$ cat config.mk
export PLATFORM = sky130hd
export DESIGN_NAME = can_err_classifier
export DESIGN_NICKNAME = d
export VERILOG_FILES = /design/src/rtl/can_err_pkg.sv /design/src/rtl/can_err_prio.sv /design/src/rtl/can_err_satcnt.sv /design/src/rtl/can_err_classifier.sv
export SDC_FILE = /design/constraint.sdc
export NUM_CORES = 1
export LEC_CHECK = 0
export ABC_AREA = 0
export BUFFER_PORTS_ARGS = -buffer_cell sky130_fd_sc_hd__buf_2
export CORE_MARGIN = 5
export CORE_UTILIZATION = 44
export DETAILED_ROUTE_END_ITERATION = 10
export GPL_ROUTABILITY_DRIVEN = 0
export GPL_TIMING_DRIVEN = 1
export PLACE_DENSITY_LB_ADDON = 0.05
export SLEW_MARGIN = 40
export SYNTH_ARGS = -nofsm -noshare
export SYNTH_HDL_FRONTEND = slang
export SYNTH_HIERARCHICAL = 1
export SYNTH_SLANG_ARGS = --single-unit
export TNS_END_PERCENT = 50
$ cat constraint.sdc
create_clock -name clk -period 3.95 [get_ports clk]
set_clock_uncertainty 0.1 [all_clocks]
set_input_delay 0.79 -clock clk [delete_from_list [all_inputs] [get_ports clk]]
set_output_delay 0.79 -clock clk [all_outputs]
set_load 0.01 [all_outputs]
$ cat src/rtl/can_err_pkg.sv
package can_err_pkg;

  typedef enum logic [1:0] {
    ST_ACTIVE  = 2'd0,
    ST_WARN    = 2'd1,
    ST_PASSIVE = 2'd2,
    ST_BUSOFF  = 2'd3
  } err_state_e;

  // flag byte bit positions
  localparam int unsigned FB_RX_WARN = 1;
  localparam int unsigned FB_TX_WARN = 2;
  localparam int unsigned FB_RX_PASV = 3;
  localparam int unsigned FB_TX_PASV = 4;
  localparam int unsigned FB_BUSOFF  = 5;
  localparam int unsigned FB_OVF0    = 6;
  localparam int unsigned FB_OVF1    = 7;

  // cause bit positions
  localparam int unsigned CZ_TX_WARN = 0;
  localparam int unsigned CZ_RX_WARN = 1;
  localparam int unsigned CZ_TX_PASV = 2;
  localparam int unsigned CZ_RX_PASV = 3;
  localparam int unsigned CZ_BUSOFF  = 4;
  localparam int unsigned CZ_OVF     = 5;
  localparam int unsigned CZ_RECOVER = 6;
  localparam int unsigned CAUSE_W    = 7;
  localparam int unsigned LVL_CZ_W   = 5;

endpackage

$ cat src/rtl/can_err_prio.sv
module can_err_prio
  import can_err_pkg::*;
(
  input  logic [7:0]          flags,
  output err_state_e          lvl,
  output logic [LVL_CZ_W-1:0] lvl_cause
);

  always_comb begin
    lvl       = ST_ACTIVE;
    lvl_cause = '0;
    if (flags[FB_BUSOFF]) begin
      lvl                  = ST_BUSOFF;
      lvl_cause[CZ_BUSOFF] = 1'b1;
    end else if (flags[FB_TX_PASV]) begin
      lvl                   = ST_PASSIVE;
      lvl_cause[CZ_TX_PASV] = 1'b1;
    end else if (flags[FB_RX_PASV]) begin
      lvl                   = ST_PASSIVE;
      lvl_cause[CZ_RX_PASV] = 1'b1;
    end else if (flags[FB_TX_WARN]) begin
      lvl                   = ST_WARN;
      lvl_cause[CZ_TX_WARN] = 1'b1;
    end else if (flags[FB_RX_WARN]) begin
      lvl                   = ST_WARN;
      lvl_cause[CZ_RX_WARN] = 1'b1;
    end
  end

  always_comb begin
    a_prio_onehot: assert ($onehot0(lvl_cause));
  end

endmodule

$ cat src/rtl/can_err_satcnt.sv
module can_err_satcnt #(
  parameter int unsigned CNT_W = 16,
  parameter int unsigned INC_W = 2
) (
  input  logic             clk,
  input  logic             rst_n,
  input  logic [INC_W-1:0] inc,
  output logic [CNT_W-1:0] cnt
);

  localparam logic [CNT_W-1:0] CNT_MAX = {CNT_W{1'b1}};

  logic [CNT_W:0]   sum;
  logic [CNT_W-1:0] cnt_d;
  logic             cnt_en;

  always_comb begin
    sum    = {1'b0, cnt} + {{(CNT_W + 1 - INC_W){1'b0}}, inc};
    cnt_en = (inc != '0);
    cnt_d  = sum[CNT_W] ? CNT_MAX : sum[CNT_W-1:0];
  end

  always_ff @(posedge clk or negedge rst_n) begin
    if (!rst_n) cnt <= '0;
    else if (cnt_en) cnt <= cnt_d;
  end

  AST_CNT_NO_WRAP: assert property (@(posedge clk) disable iff (!rst_n)
    cnt >= $past(cnt));
  AST_CNT_SAT_HOLD: assert property (@(posedge clk) disable iff (!rst_n)
    (cnt == CNT_MAX) |=> (cnt == CNT_MAX));

endmodule

$ cat src/rtl/can_err_classifier.sv
module can_err_classifier
  import can_err_pkg::*;
#(
  parameter int unsigned CNT_W        = 16,
  parameter bit          AUTO_RESTART = 1'b0
) (
  input  logic             clk,
  input  logic             rst_n,
  input  logic             flag_valid,
  input  logic [7:0]       flag_byte,
  input  logic             restart_req,
  output logic [1:0]       err_state,
  output logic             halted,
  output logic             evt_pulse,
  output logic [6:0]       evt_cause,
  output logic [CNT_W-1:0] warn_cnt,
  output logic [CNT_W-1:0] pasv_cnt,
  output logic [CNT_W-1:0] ovf_cnt,
  output logic [CNT_W-1:0] rxerr_cnt
);

  localparam int unsigned NCNT  = 4;
  localparam int unsigned INC_W = 2;
  localparam int unsigned IX_WARN = 0;
  localparam int unsigned IX_PASV = 1;
  localparam int unsigned IX_OVF  = 2;
  localparam int unsigned IX_RXE  = 3;

  err_state_e          state_q, state_d;
  logic                halt_q, halt_d;
  logic                evt_q, evt_d;
  logic [CAUSE_W-1:0]  cause_q, cause_d;
  err_state_e          lvl;
  logic [LVL_CZ_W-1:0] lvl_cause;
  logic                accept, changed, ovf_any;
  logic [INC_W-1:0]    ovf_num;
  logic [INC_W-1:0]    cnt_inc [NCNT];
  logic [CNT_W-1:0]    cnt_val [NCNT];

  can_err_prio u_prio (
    .flags     (flag_byte),
    .lvl       (lvl),
    .lvl_cause (lvl_cause)
  );

  always_comb begin
    accept  = flag_valid && !restart_req && !halt_q;
    changed = accept && (lvl != state_q);
    ovf_num = {1'b0, flag_byte[FB_OVF0]} + {1'b0, flag_byte[FB_OVF1]};
    ovf_any = accept && (ovf_num != '0);

    state_d = state_q;
    halt_d  = halt_q;
    if (restart_req) begin
      state_d = ST_ACTIVE;
      halt_d  = 1'b0;
    end else if (accept) begin
      state_d = lvl;
      if (lvl == ST_BUSOFF && !AUTO_RESTART) halt_d = 1'b1;
    end

    evt_d   = changed || ovf_any;
    cause_d = '0;
    if (changed) begin
      cause_d[LVL_CZ_W-1:0] = lvl_cause;
      cause_d[CZ_RECOVER]   = (lvl == ST_ACTIVE);
    end
    cause_d[CZ_OVF] = ovf_any;

    cnt_inc[IX_WARN] = {1'b0, accept && state_q == ST_ACTIVE && lvl != ST_ACTIVE};
    cnt_inc[IX_PASV] = {1'b0, accept && (state_q == ST_ACTIVE || state_q == ST_WARN)
                              && (lvl == ST_PASSIVE || lvl == ST_BUSOFF)};
    cnt_inc[IX_OVF]  = accept ? ovf_num : '0;
    cnt_inc[IX_RXE]  = accept ? ovf_num : '0;
  end

  always_ff @(posedge clk or negedge rst_n) begin
    if (!rst_n) begin
      state_q <= ST_ACTIVE;
      halt_q  <= 1'b0;
      evt_q   <= 1'b0;
      cause_q <= '0;
    end else begin
      state_q <= state_d;
      halt_q  <= halt_d;
      evt_q   <= evt_d;
      cause_q <= cause_d;
    end
  end

  for (genvar g = 0; g < NCNT; g++) begin : g_cnt
    can_err_satcnt #(.CNT_W(CNT_W), .INC_W(INC_W)) u_cnt (
      .clk   (clk),
      .rst_n (rst_n),
      .inc   (cnt_inc[g]),
      .cnt   (cnt_val[g])
    );
  end

  assign err_state = state_q;
  assign halted    = halt_q;
  assign evt_pulse = evt_q;
  assign evt_cause = cause_q;
  assign warn_cnt  = cnt_val[IX_WARN];
  assign pasv_cnt  = cnt_val[IX_PASV];
  assign ovf_cnt   = cnt_val[IX_OVF];
  assign rxerr_cnt = cnt_val[IX_RXE];

  AST_STATE_HOLD: assert property (@(posedge clk) disable iff (!rst_n)
    (!$past(flag_valid) && !$past(restart_req)) |-> (state_q == $past(state_q)));
  AST_HALT_STICKY: assert property (@(posedge clk) disable iff (!rst_n)
    (halt_q && !restart_req) |=> (halt_q && state_q == ST_BUSOFF));
  AST_HALT_FROZEN_CNT: assert property (@(posedge clk) disable iff (!rst_n)
    halt_q |=> ($stable(warn_cnt) && $stable(pasv_cnt) && $stable(ovf_cnt)));
  AST_RESTART_CLEAR: assert property (@(posedge clk) disable iff (!rst_n)
    restart_req |=> (!halt_q && state_q == ST_ACTIVE && !evt_q));
  AST_EVT_FROM_STROBE: assert property (@(posedge clk) disable iff (!rst_n)
    evt_q |-> $past(flag_valid && !restart_req && !halt_q));
  AST_QUIET_CAUSE: assert property (@(posedge clk) disable iff (!rst_n)
    !evt_q |-> (cause_q == '0));
  AST_WARN_BELOW_PASV: assert property (@(posedge clk) disable iff (!rst_n)
    (pasv_cnt != $past(pasv_cnt)) |-> $past(state_q != ST_PASSIVE && state_q != ST_BUSOFF));

endmodule

==> insert_results.sql <==
INSERT INTO impl_metrics (metric_group, metric, value, unit) VALUES
('synthesis', 'synth_ff_type', 'dfrtp_1', ''),
('global_route', 'first_global_vias', '3209', ''),
('finish', 'fillers', '880', ''),
('detailed_routing', 'drt-pass1-iter-count', '4', ''),
('worst_setup_path', 'arrival', '3.66', 'ns'),
('pwr', 'clk_network_pwr_share', '30.0', '%'),
('detailed_routing', 'drtIter0Drc', '93', ''),
('detailed_routing', 'wl_per_cell', '14.3', 'um'),
('pwr', 'power.internal', '1.49', 'mW'),
('synthesis', 'synth_largest_area_cell', 'dfrtp_1', ''),
('cts', 'cts_sinks', '75', ''),
('finish', 'multi_input_area', '0.00215', 'mm^2'),
('synthesis', 'synth_sequential_area_ratio', '44.7', '%'),
('synthesis', 'yosysWarningCount', '6', ''),
('detailed_routing', 'drt_wl_total', '9310', 'um'),
('finish', 'nets', '542', ''),
('finish', 'layout.cells.non_filler', '651', ''),
('placement', 'place_worst_setup_slack', '0.0642', 'ns'),
('cts', 'tritoncts_buffers', '9', ''),
('floorplan', 'die-width', '108', 'um'),
('placement', 'dp_cells', '634', ''),
('worst_setup_path', 'crit_chain', 'buf_2, or3b_1, nor4_1, ha_1, inv_1, fa_1, nor4_4, nand3_2, o21ai_0', ''),
('floorplan', 'design.core.area', '0.00928', 'mm^2'),
('cts', 'clkSlewWorstSetupHoldPaths', '0.09', 'ns'),
('synthesis', 'synth_top_area_share', '44.7', '%'),
('synthesis', 'synth-edff-count', '0', ''),
('cts', 'cts_root_buffer', 'clkbuf_8', ''),
('finish', 'final_cell_mix', 'buf_2, dfrtp_1, nor2_1, inv_1, nand2_1', ''),
('pwr', 'total_power_draw', '2.25', 'mW'),
('floorplan', 'fp.dieH', '108', 'um'),
('finish', 'most_common_cell_after_layout_fill_and_taps_aside', 'buf_2', ''),
('detailed_routing', 'drt-vias-per-instance', '5.12', ''),
('timing', 'setup_viol_count_final', '0', ''),
('cts', 'postCtsSetupRepairBufs', '0', ''),
('timing', 'timing.final.hold_violations', '0', ''),
('pwr', 'share_seq_of_total_power', '45.7', '%'),
('pwr', 'leakagePower', '2.52', 'nW'),
('cts', 'cts_resized', '0', ''),
('synthesis', 'postSynthCellCount', '409', ''),
('synthesis', 'synth-seq-cells', '75', ''),
('cts', 'max-clock-path-buffers', '2', ''),
('flow_run', 'maxCapViolations', '0', ''),
('detailed_routing', 'route.vias.total', '3334', ''),
('cts', 'cts_htree_levels', '3', ''),
('worst_setup_path', 'setup.worst_path.end_class', 'flop', ''),
('pwr', 'comb_power_share', '24.3', '%'),
('timing', 'max_slew.worst_pin.slew', '0.701', 'ns'),
('floorplan', 'io_pins', '87', ''),
('cts', 'clock_latency', '0.35', 'ns'),
('synthesis', 'ys_async_sr_fraction', '100', '%'),
('worst_setup_path', 'cp_data_required_time', '4.12', 'ns'),
('timing', 'slew_headroom', '53.3', '%'),
('run_status', 'outcome', 'complete, no violations', ''),
('min_path', 'hold_class', 'in -> async', ''),
('placement', 'post_dp_cell_area', '0.00482', 'mm^2'),
('floorplan', 'dieArea', '0.0116', 'mm^2'),
('placement', 'place.detailed.hpwl', '6580', 'um'),
('synthesis', 'number_of_distinct_library_cell_variants_in_the_gate_level_netlist_after_synthesis', '42', ''),
('timing', 'post-route-min-period', '3.49', 'ns'),
('worst_setup_path', 'start_kind', 'primary input', ''),
('global_route', 'grt_antenna_before_repair', '3', ''),
('floorplan', 'start_util', '45.3', '%'),
('detailed_routing', 'drc_errors', '0', ''),
('timing', 'maxClockFrequency', '287', 'MHz'),
('timing', 'grt_setup_unrepaired', 'no', ''),
('timing', 'slew_viol_final', '0', ''),
('global_route', 'grt_max_degree', '76', ''),
('global_route', 'grt_first_pass_wirelength', '15600', 'um'),
('timing', 'whs', '0.362', 'ns'),
('placement', 'buffers_added_on_ports', '85', ''),
('timing', 'fin_crit_sh', '88.3', '%');
[synthesized netlist by cell type (5+ instances only)]
master     n
and3_1    12
nor3b_1    5
inv_1     35
o21ai_0   14
nand2_1   34
nand4_1   12
nor3_1    16
dfrtp_1   75
xnor2_1   24
a211oi_1   5
nand3_2    8
nor2_1    39
buf_6      6
ha_1      10
nor2b_1    5
nor4_1     5
a21oi_1   12
nor4_4     8
nand3_1   12
o21ai_2    8
a31oi_1    8
[path summary, 6_finish.rpt]
| path | startpoint | end | slack, ns | cells after the start |
|---|---|---|---|---|
| setup reg to reg | halted$_DFFE_PN0P_ | g_cnt[0].u_cnt/cnt[9]$_DFFE_PN0P_ | 0.60 | 8 |
| hold reg to reg | halted$_DFFE_PN0P_ | halted$_DFFE_PN0P_ | 0.45 | 2 |
| max in group asynchronous | rst_n | evt_cause[6]$_DFF_PN0_ | 2.90 | 1 |
| hold / removal | rst_n | g_cnt[1].u_cnt/cnt[11]$_DFFE_PN0P_ | 0.36 | 1 |
| setup / recovery | restart_req | g_cnt[0].u_cnt/cnt[9]$_DFFE_PN0P_ | 0.46 | 9 |
| min in group clk | halted$_DFFE_PN0P_ | halted$_DFFE_PN0P_ | 0.45 | 2 |
[worst max-delay path: cells and delay by family]
family          cells  cell delay (ns)
buf+inv             2             0.17
fa+ha+maj           2             0.72
simple gates        4             1.77
compound gates      1             0.19
[state kept, by name, indices dropped and copies added, names as in the netlist]
| register | count |
|---|---|
| g_cnt.u_cnt/cnt | 64 |
| err_state | 2 |
| halted | 1 |
| evt_pulse | 1 |
| evt_cause | 7 |
[cells by family after synthesis]
group,Yosys count,share of synthesized area (%)
AND/OR/NAND/NOR,180,27.2
flip-flops,75,44.7
buffers and inverters,42,4.91
other,1,0.0893
multiplexers,8,2.11
AO/OA/AOI/OAI,65,11.1
XOR/XNOR,24,5.00
adder cells (fa/ha/maj),14,4.88
[area by class of cell]
class | instances | area share (%)
clock buffer | 10 | 2.73
sequential | 75 | 37.2
tap | 129 | 3.20
inverter | 35 | 2.60
clock inverter | 6 | 1.76
antenna | 1 | 0.0496
multi-input combinational | 301 | 42.6
timing repair buffer | 94 | 9.89
[metal layers]
layer / part of all wire (%) / GRT usage, % / up-vias
li1: - / - / 1654
met2: 45 / 25.9 / 85
met4: 1.6 / 6.13 / 4
met1: 48 / 22.6 / 1577
met3: 5.6 / 4.38 / 14
met5: 0.29 / 0 / -
[power by group through the flow]
stage / sequential (mW) / combinational [mW] / clock (mW)
final: 1.03 / 0.547 / 0.673
after global routing: 1.05 / 0.618 / 0.734
after CTS: 1.03 / 0.560 / 0.699
after detailed placement: 1.04 / 0.558 / 0
after global placement: 1.04 / 0.547 / 0
after floorplan: 1.07 / 0.311 / 0
No activity file was read; power rests on OpenSTA's default activity.
